$ cat src/rtl/fsc_pkg.sv
package fsc_pkg;
  typedef enum logic [1:0] {
    FS_IDLE  = 2'd0,
    FS_DRAIN = 2'd1,
    FS_FLUSH = 2'd2,
    FS_REDIR = 2'd3
  } fs_state_e;
endpackage

$ cat src/rtl/fsc_seq.sv
module fsc_seq
  import fsc_pkg::*;
#(
  parameter int AW = 32,
  parameter int CW = 4,
  parameter int GW = 2
) (
  input  logic          clk,
  input  logic          rst_n,
  input  logic          accept_i,
  input  logic [AW-1:0] pc_i,
  input  logic [CW-1:0] cnt_i,
  output fs_state_e     state_o,
  output logic [AW-1:0] pc_q_o,
  output logic [GW-1:0] gen_o
);
  function automatic logic [GW-1:0] gen_bump(input logic [GW-1:0] g);
    return g + GW'(1);
  endfunction

  fs_state_e state_d;

  always_comb begin
    state_d = state_o;
    unique case (state_o)
      FS_IDLE:  if (accept_i) state_d = FS_DRAIN;
      FS_DRAIN: if (cnt_i == '0) state_d = FS_FLUSH;
      FS_FLUSH: state_d = FS_REDIR;
      FS_REDIR: state_d = FS_IDLE;
      default:  state_d = FS_IDLE;
    endcase
  end

  always_ff @(posedge clk or negedge rst_n) begin
    if (!rst_n) begin
      state_o <= FS_IDLE;
      pc_q_o  <= '0;
      gen_o   <= '0;
    end else begin
      state_o <= state_d;
      if (accept_i) pc_q_o <= pc_i;
      if (state_o == FS_FLUSH) gen_o <= gen_bump(gen_o);
    end
  end
endmodule

$ cat src/rtl/fsc_rsp_filter.sv
module fsc_rsp_filter #(
  parameter int GW = 2,
  parameter int DW = 32
) (
  input  logic          rsp_valid_i,
  input  logic          rsp_cacheable_i,
  input  logic [GW-1:0] rsp_gen_i,
  input  logic [DW-1:0] rsp_data_i,
  input  logic [GW-1:0] cur_gen_i,
  input  logic          flushing_i,
  output logic          fwd_valid_o,
  output logic [DW-1:0] fwd_data_o,
  output logic          drop_o
);
  function automatic logic is_stale(input logic cacheable, input logic [GW-1:0] g,
                                    input logic [GW-1:0] cur, input logic flushing);
    return !cacheable && ((g != cur) || flushing);
  endfunction

  assign drop_o      = rsp_valid_i && is_stale(rsp_cacheable_i, rsp_gen_i, cur_gen_i, flushing_i);
  assign fwd_valid_o = rsp_valid_i && !drop_o;
  assign fwd_data_o  = fwd_valid_o ? rsp_data_i : '0;
endmodule

$ cat src/rtl/fetch_sync_ctrl.sv
module fetch_sync_ctrl
  import fsc_pkg::*;
#(
  parameter int AW = 32,
  parameter int CW = 4,
  parameter int GW = 2,
  parameter int DW = 32
) (
  input  logic          clk,
  input  logic          rst_n,
  input  logic          sync_req_valid,
  input  logic [AW-1:0] sync_req_pc,
  output logic          sync_req_ready,
  input  logic [CW-1:0] inflight_cnt,
  input  logic          issue_valid,
  output logic          issue_ok,
  output logic          sync_busy,
  output logic          pfq_flush,
  output logic          unc_abort,
  output logic [GW-1:0] cur_gen,
  input  logic          rsp_valid,
  input  logic          rsp_cacheable,
  input  logic [GW-1:0] rsp_gen,
  input  logic [DW-1:0] rsp_data,
  output logic          rsp_fwd_valid,
  output logic [DW-1:0] rsp_fwd_data,
  output logic          redirect_valid,
  output logic [AW-1:0] redirect_pc
);
  localparam logic [AW-1:0] INSN_BYTES = AW'(4);

  function automatic logic [AW-1:0] next_pc(input logic [AW-1:0] pc);
    return pc + INSN_BYTES;
  endfunction

  fs_state_e     state;
  logic [AW-1:0] held_pc;
  logic          accept_evt;
  logic          drain_active;
  logic          flush_evt;
  logic          drop_evt;

  assign sync_req_ready = (state == FS_IDLE);
  assign accept_evt     = sync_req_valid && sync_req_ready;
  assign drain_active   = (state == FS_DRAIN);
  assign flush_evt      = (state == FS_FLUSH);

  fsc_seq #(.AW(AW), .CW(CW), .GW(GW)) u_seq (
    .clk      (clk),
    .rst_n    (rst_n),
    .accept_i (accept_evt),
    .pc_i     (sync_req_pc),
    .cnt_i    (inflight_cnt),
    .state_o  (state),
    .pc_q_o   (held_pc),
    .gen_o    (cur_gen)
  );

  fsc_rsp_filter #(.GW(GW), .DW(DW)) u_filt (
    .rsp_valid_i     (rsp_valid),
    .rsp_cacheable_i (rsp_cacheable),
    .rsp_gen_i       (rsp_gen),
    .rsp_data_i      (rsp_data),
    .cur_gen_i       (cur_gen),
    .flushing_i      (flush_evt),
    .fwd_valid_o     (rsp_fwd_valid),
    .fwd_data_o      (rsp_fwd_data),
    .drop_o          (drop_evt)
  );

  assign sync_busy      = (state != FS_IDLE) || sync_req_valid;
  assign issue_ok       = issue_valid && !sync_busy;
  assign pfq_flush      = flush_evt;
  assign unc_abort      = flush_evt;
  assign redirect_valid = (state == FS_REDIR);
  assign redirect_pc    = next_pc(held_pc);
endmodule

$ cat config.mk
export PLATFORM = sky130hd
export DESIGN_NAME = fetch_sync_ctrl
export DESIGN_NICKNAME = d
export VERILOG_FILES = /design/src/rtl/fsc_pkg.sv /design/src/rtl/fsc_seq.sv /design/src/rtl/fsc_rsp_filter.sv /design/src/rtl/fetch_sync_ctrl.sv
export SDC_FILE = /design/constraint.sdc
export NUM_CORES = 1
export LEC_CHECK = 0
export BUFFER_PORTS_ARGS = -buffer_cell sky130_fd_sc_hd__buf_2
export CORE_MARGIN = 2
export CORE_UTILIZATION = 47
export CTS_BUF_LIST = sky130_fd_sc_hd__clkbuf_4
export DETAILED_ROUTE_END_ITERATION = 7
export GPL_ROUTABILITY_DRIVEN = 0
export PLACE_DENSITY = 0.91
export SYNTH_ARGS = -nofsm -noshare
export SYNTH_HDL_FRONTEND = slang
export SYNTH_SLANG_ARGS = --single-unit
$ cat constraint.sdc
create_clock -name clk -period 3.95 [get_ports clk]
set_input_delay 0.1975 -clock clk [delete_from_list [all_inputs] [get_ports clk]]
set_output_delay 0.1975 -clock clk [all_outputs]
set_load 0.02 [all_outputs]
==> impl_metrics.yaml, run 1 <==
critical_path:
  critical_path_class: "reg -> out"
  critPathLaunchType: "register"
  end_kind: "primary output"
  crit_start: "u_seq.state_o[0]"
  cp.arrival_ns: 2.29
  critPathMaxFanout: 33
  r2r_slack_ns: 2.25
  max_stage_delay_ns: 0.58
  r2r_cells: 5
  critical_path_buf_inv_count: 2
  r2r-end: "u_seq.pc_q_o[6]"
  crit_chain: "inv_1 > ha_1 > nor3_1 > o21a_1 > and2_1 > buf_2"
  worstPathRequired_ns: 3.75
  timing.rr.start: "u_seq.state_o[1]"
  crit_family: "compound AO/OA/AOI/OAI gates"
  crit_slowest_cell: "o21a_1"
synth:
  synth.most_common_cell: "dfrtp_1"
  synth_top_family_by_area: "simple AND/OR/NAND/NOR gates"
  async_reset_ff_frac: 1.00
  synthesis.area_sq_mm: 0.00231
  synth-seq-area-share: 0.390
  syn-instance-count: 218
  synth_nets: 300
  synth_compound_area_frac: 0.00920
  synth-simple-area-share: 0.252
  synth_area_per_cell_sq_um: 10.6
  synth_xor_xnor_area_share: 0.121
  synthTopCellsByCount: "dfrtp_1 (36), and2_1 (35), mux2_2 (33), xor2_1 (17), xnor2_1 (15)"
  ys_seq_elements: 36
  synth_fa_ha_area_frac: 0.0325
  synthTopCellsByArea: "dfrtp_1 (39%), mux2_2 (16%), and2_1 (9.5%)"
  synthMuxAreaShare: 0.161
  yosys_warnings: 0
  synth_edf_count: 0
  ys.flop_type: "dfrtp_1"
  yosysUniqueCellTypes: 29
  synth_top_area_cell: "dfrtp_1"
  netlist.area_leader.share: 0.390
detailed_routing:
  totalWireLength_microns: 5540
  final_antenna_net_count: 0
  drc: 0
  wire_per_inst_microns: 12.8
  dr.pass1.iters: 4
  routed-via-count: 2103
  drtIter0Drc: 139
  drt-vias-per-instance: 4.86
timing:
  period_share: 0.631
  layout_min_cycle_time_ns: 2.49
  timing.final.ws_setup_ns: 1.46
  fin_hold_ws_ns: 0.0796
  slew-limit-headroom: 0.468
  fin_tns_setup_ns: 0
  skew_ns: 0.00970
  fmax_mhz: 401
  final_max_slew_viol_count: 0
  worst_pin_slew_ns: 0.797
  hold_viol: 0
  setup_viol: 0
  rsz0062_at_grt: "false"
global_routing:
  overflow: 0
  grt_pass1_vias: 1916
  grt_pass1_wl_microns: 8580
  grt_util_all_layers: 0.204
  grt_max_degree: 37
  antenna_found_initial: 0
floorplan:
  die_h_microns: 74.1
  design.die.area_sq_mm: 0.00549
  die-width_microns: 74.1
  start_util: 0.489
  coreArea_sq_mm: 0.00472
  std_cell_rows: 25
  boundaryPins: 149
clocking:
  cts_buffers: 5
  ctsHtreeMaxLevel: 2
  cts_tree: "yes"
  root_buffer: "clkbuf_4"
  cts_setup_buffers: 0
  cts.path.max_buffers: 2
  ctsHoldBuffers: 1
  clk_pin_slew_ns: 0.11
  clock_sinks: 36
  cts.repair.resized: 0
  worstSkewPairLatency_ns: 0.34
placement:
  place.detailed.hpwl_microns: 4420
  postPlaceCellArea_sq_mm: 0.00309
  dp_slack_ns: 1.82
  port_buffers: 148
cells_and_area:
  fillers: 369
  drive_above_1_share: 0.538
  area_delta_synth_final_pct: 36.2
  fin_area_sq_mm: 0.00315
  antenna_cells: 0
  final_util: 0.666
  nNetsFinal: 447
worst_hold_path:
  holdPathEnd: "u_seq.pc_q_o[25]"
  worstHoldStart: "sync_req_pc[25]"
  hold_depth: 2
  hold_class: "in -> reg"
pwr:
  p_leak_nw: 1.64
  peakVddDrop_v: 0.000322
  power_density_mw_per_mm2: 713
status:
  status: "finished clean"
run:
  cap_violations: 0
-- cell type report --
cell class	count	area (sq um)	share of cell area
Tap cell	67	83.8	0.0266
Timing Repair Buffer	150	758	0.241
Multi-Input combinational cell	166	1330	0.423
Clock buffer	5	37.5	0.0119
Sequential cell	36	901	0.286
Inverter	6	22.5	0.00715
Clock inverter	3	13.8	0.00437
-- through the flow --
step	power (W)	instances
finish	0.00224	433
global route	0.00240	433
CTS	0.00226	433
detailed placement	0.00207	424
global placement	0.00202	424
floorplan	0.00168	218
-- state kept, by name (all words and copies together) (netlist names) --
name	count
u_seq.state_o	2
u_seq.pc_q_o	32
u_seq.gen_o	2
-- kinds of logic after synthesis --
family,Yosys count
AO/OA/AOI/OAI,3
XOR/XNOR,32
adder cells (fa/ha/maj),6
buffers and inverters,16
flip-flops,36
multiplexers,33
AND/OR/NAND/NOR,92
-- power breakdown --
| group | total, W | leakage [nW] | switching [W] | internal, W |
|---|---|---|---|---|
| registers | 0.000792 | 0.426 | 0.000232 | 0.000560 |
| logic | 0.00126 | 1.18 | 0.000713 | 0.000551 |
| clock network | 0.000187 | 0.0324 | 0.000122 | 0.0000653 |
| total | 0.00224 | 1.64 | 0.00107 | 0.00118 |
-- placed cells by master, fill, tap and decap left out, types with 6 or more instances in the layout --
master,instances
inv_1,6
xor2_1,17
ha_1,6
and2_1,35
mux2_2,33
dfrtp_1,36
nand4_1,8
nand2_1,12
xnor2_1,15
buf_2,148
nand3_1,8
-- worst max path at each step --
stage / endpoint / slack [ns] / depth (start not counted)
after global placement: redirect_pc[24] / 1.90 / 6
after global routing: rsp_fwd_data[9] / 1.19 / 6
final: rsp_fwd_data[9] / 1.46 / 6
after detailed placement: rsp_fwd_data[9] / 1.82 / 6
after CTS: rsp_fwd_data[9] / 1.43 / 6
after floorplan: rsp_fwd_data[22] / 1.96 / 6
-- metal layers --
| metal | routed length (microns) | track usage | vias to the layer above |
|---|---|---|---|
| met5 | 0 | 0 | - |
| met4 | 75 | 0.0768 | 0 |
| met3 | 433 | 0.0528 | 7 |
| met2 | 2920 | 0.383 | 99 |
| met1 | 2110 | 0.217 | 958 |
| li1 | - | - | 1039 |
Note: power is estimated with default switching activity, not from simulation.
==> run 2: changes to the inputs <==
--- a/config.mk
+++ b/config.mk
@@ -7,11 +7,11 @@
 export LEC_CHECK = 0
 export BUFFER_PORTS_ARGS = -buffer_cell sky130_fd_sc_hd__buf_2
 export CORE_MARGIN = 2
-export CORE_UTILIZATION = 47
+export CORE_UTILIZATION = 40
 export CTS_BUF_LIST = sky130_fd_sc_hd__clkbuf_4
 export DETAILED_ROUTE_END_ITERATION = 7
 export GPL_ROUTABILITY_DRIVEN = 0
-export PLACE_DENSITY = 0.91
+export PLACE_DENSITY = 0.82
 export SYNTH_ARGS = -nofsm -noshare
 export SYNTH_HDL_FRONTEND = slang
 export SYNTH_SLANG_ARGS = --single-unit
==> constraint.sdc (replaced) <==
create_clock -name clk -period 2.26 [get_ports clk]
set_input_delay 0.113 -clock clk [delete_from_list [all_inputs] [get_ports clk]]
set_output_delay 0.113 -clock clk [all_outputs]
set_load 0.02 [all_outputs]
==> run 2 against run 1 <==
Global-route usage shrank 2.4 points. Worst hold slack worse by 0.068 ns. Cell area increased by 7.8%. Sequential share of layout area decreased by 1.9 points. Register-to-register slack got worse by 1.7 ns. Total power rose by 82%. Routed wire length grew 12%. Critical path depth did not move.
==> impl_metrics.yaml, run 2 (synthesized netlist as in run 1, its figures left out) <==
status:
  status: "finished clean"
cells_and_area:
  area_delta_synth_final_pct: 46.8
  top_regs: "u_seq.pc_q_o (32), u_seq.gen_o (2), u_seq.state_o (2)"
  nNetsFinal: 462
  final_util: 0.612
  layout_common_cells: "buf_2 (146), and2_1 (35), mux2_2 (33), dfrtp_1 (33), xor2_1 (17)"
  largest_register_ffs: 32
  fillers: 476
  antenna_cells: 0
  layout_commonest_cell: "buf_2"
  drive_above_1_share: 0.551
  regMostFlops: "u_seq.pc_q_o"
timing:
  period_share: 0.952
  layout_min_cycle_time_ns: 2.15
  rsz0062_at_grt: "false"
  hold_viol: 0
  fmax_mhz: 465
  worst_pin_slew_ns: 0.798
  final_max_slew_viol_count: 0
  slew-limit-headroom: 0.468
  skew_ns: 0.0149
  setup_viol: 0
  fin_tns_setup_ns: 0
detailed_routing:
  drc: 0
  drtIter0Drc: 92
  totalWireLength_microns: 6220
  routed-via-count: 2200
  drt-vias-per-instance: 4.86
  wire_per_inst_microns: 13.7
  dr.pass1.iters: 4
  final_antenna_net_count: 0
worst_hold_path:
  hold_class: "in -> reg"
  worstHoldStart: "sync_req_pc[31]"
global_routing:
  antenna_found_initial: 0
  overflow: 0
  grt_max_degree: 37
  grt_pass1_vias: 2024
  grt_pass1_wl_microns: 8970
  grt_util_all_layers: 0.180
placement:
  port_buffers: 148
  place.detailed.hpwl_microns: 4810
critical_path:
  cp.arrival_ns: 2.04
  critical_path_class: "reg -> out"
  timing.rr.start: "u_seq.state_o[0]"
  crit_start: "u_seq.pc_q_o[2]"
  critPathMaxFanout: 8
  crit_family: "simple AND/OR/NAND/NOR gates"
  critPathLaunchType: "register"
  crit_slowest_cell: "or3_4"
  crit_chain: "ha_4 > nand2_1 > or3_4 > nor4_2 > xor2_1 > buf_2"
  worstPathRequired_ns: 2.15
  critical_path_buf_inv_count: 1
  end_kind: "primary output"
  max_stage_delay_ns: 0.49
clocking:
  root_buffer: "clkbuf_4"
  clk_pin_slew_ns: 0.11
  cts.path.max_buffers: 2
  cts_tree: "yes"
  ctsHtreeMaxLevel: 2
  worstSkewPairLatency_ns: 0.34
  clock_sinks: 36
  cts_buffers: 5
floorplan:
  coreArea_sq_mm: 0.00554
  design.die.area_sq_mm: 0.00640
  start_util: 0.417
  die_h_microns: 80.0
  std_cell_rows: 27
  boundaryPins: 149
  die-width_microns: 80.0
pwr:
  power_density_mw_per_mm2: 1200
  power_w: 0.00408
  peakVddDrop_v: 0.000539
  p_leak_nw: 1.74
run:
  cap_violations: 0
-- run 2: cell type report --
class                      instances  area, sq um  share of cell area
clock inverter                     1         3.75             0.00111
inverter                           6         22.5             0.00664
tap                               72         90.1              0.0266
multi-input combinational        167         1420               0.418
sequential                        36          905               0.267
timing repair buffer             164          902               0.266
clock buffer                       7         52.6              0.0155
-- run 2: routing by layer --
metal  GRT usage  routed length, microns  part of all wire  up-vias
met1       0.202                    2400              0.39     1019
met3      0.0294                     434             0.070        8
met5           0                       0                 0        -
met4      0.0661                      85             0.014        0
li1            -                       -                 -     1071
met2       0.338                    3300              0.53      102
-- run 2: stage by stage --
step	cells	instance area, sq um	hold WS, ns	setup WS, ns
finish	453	3390	0.0112	0.107
global route	453	3390	0.000164	0.00649
CTS	447	3250	0.000867	0.0383
detailed placement	430	3100	0.247	0.293
global placement	430	3100	0.229	0.336
floorplan	218	2310	-0.183	0.355
-- run 2: timing repair --
item                                    in CTS  in global routing
hold endpoints to repair                    44                  4
endpoints found under the setup margin       6                 42
pin swaps                                    0                  4
cloned                                       0                  1
resized for setup                            1                 16
hold buffers                                 9                  4
setup buffers                                0                  1
-- run 2: power breakdown --
part / internal [W] / total [W] / switching, W
sequential: 0.000985 / 0.00142 / 0.000438
combinational: 0.00102 / 0.00232 / 0.00130
clock: 0.000144 / 0.000346 / 0.000202
total: 0.00215 / 0.00408 / 0.00194
-- run 2: worst paths after layout --
check / end / slack, ns / cells after the start
setup / recovery: redirect_pc[28] / 0.11 / 6
hold / removal: u_seq.pc_q_o[31] / 0.01 / 2
setup reg to reg: u_seq.pc_q_o[6] / 0.58 / 5
hold reg to reg: u_seq.pc_q_o[1] / 0.51 / 1
max in group asynchronous: u_seq.pc_q_o[10] / 1.33 / 2
min in group asynchronous: u_seq.pc_q_o[0] / 0.39 / 2
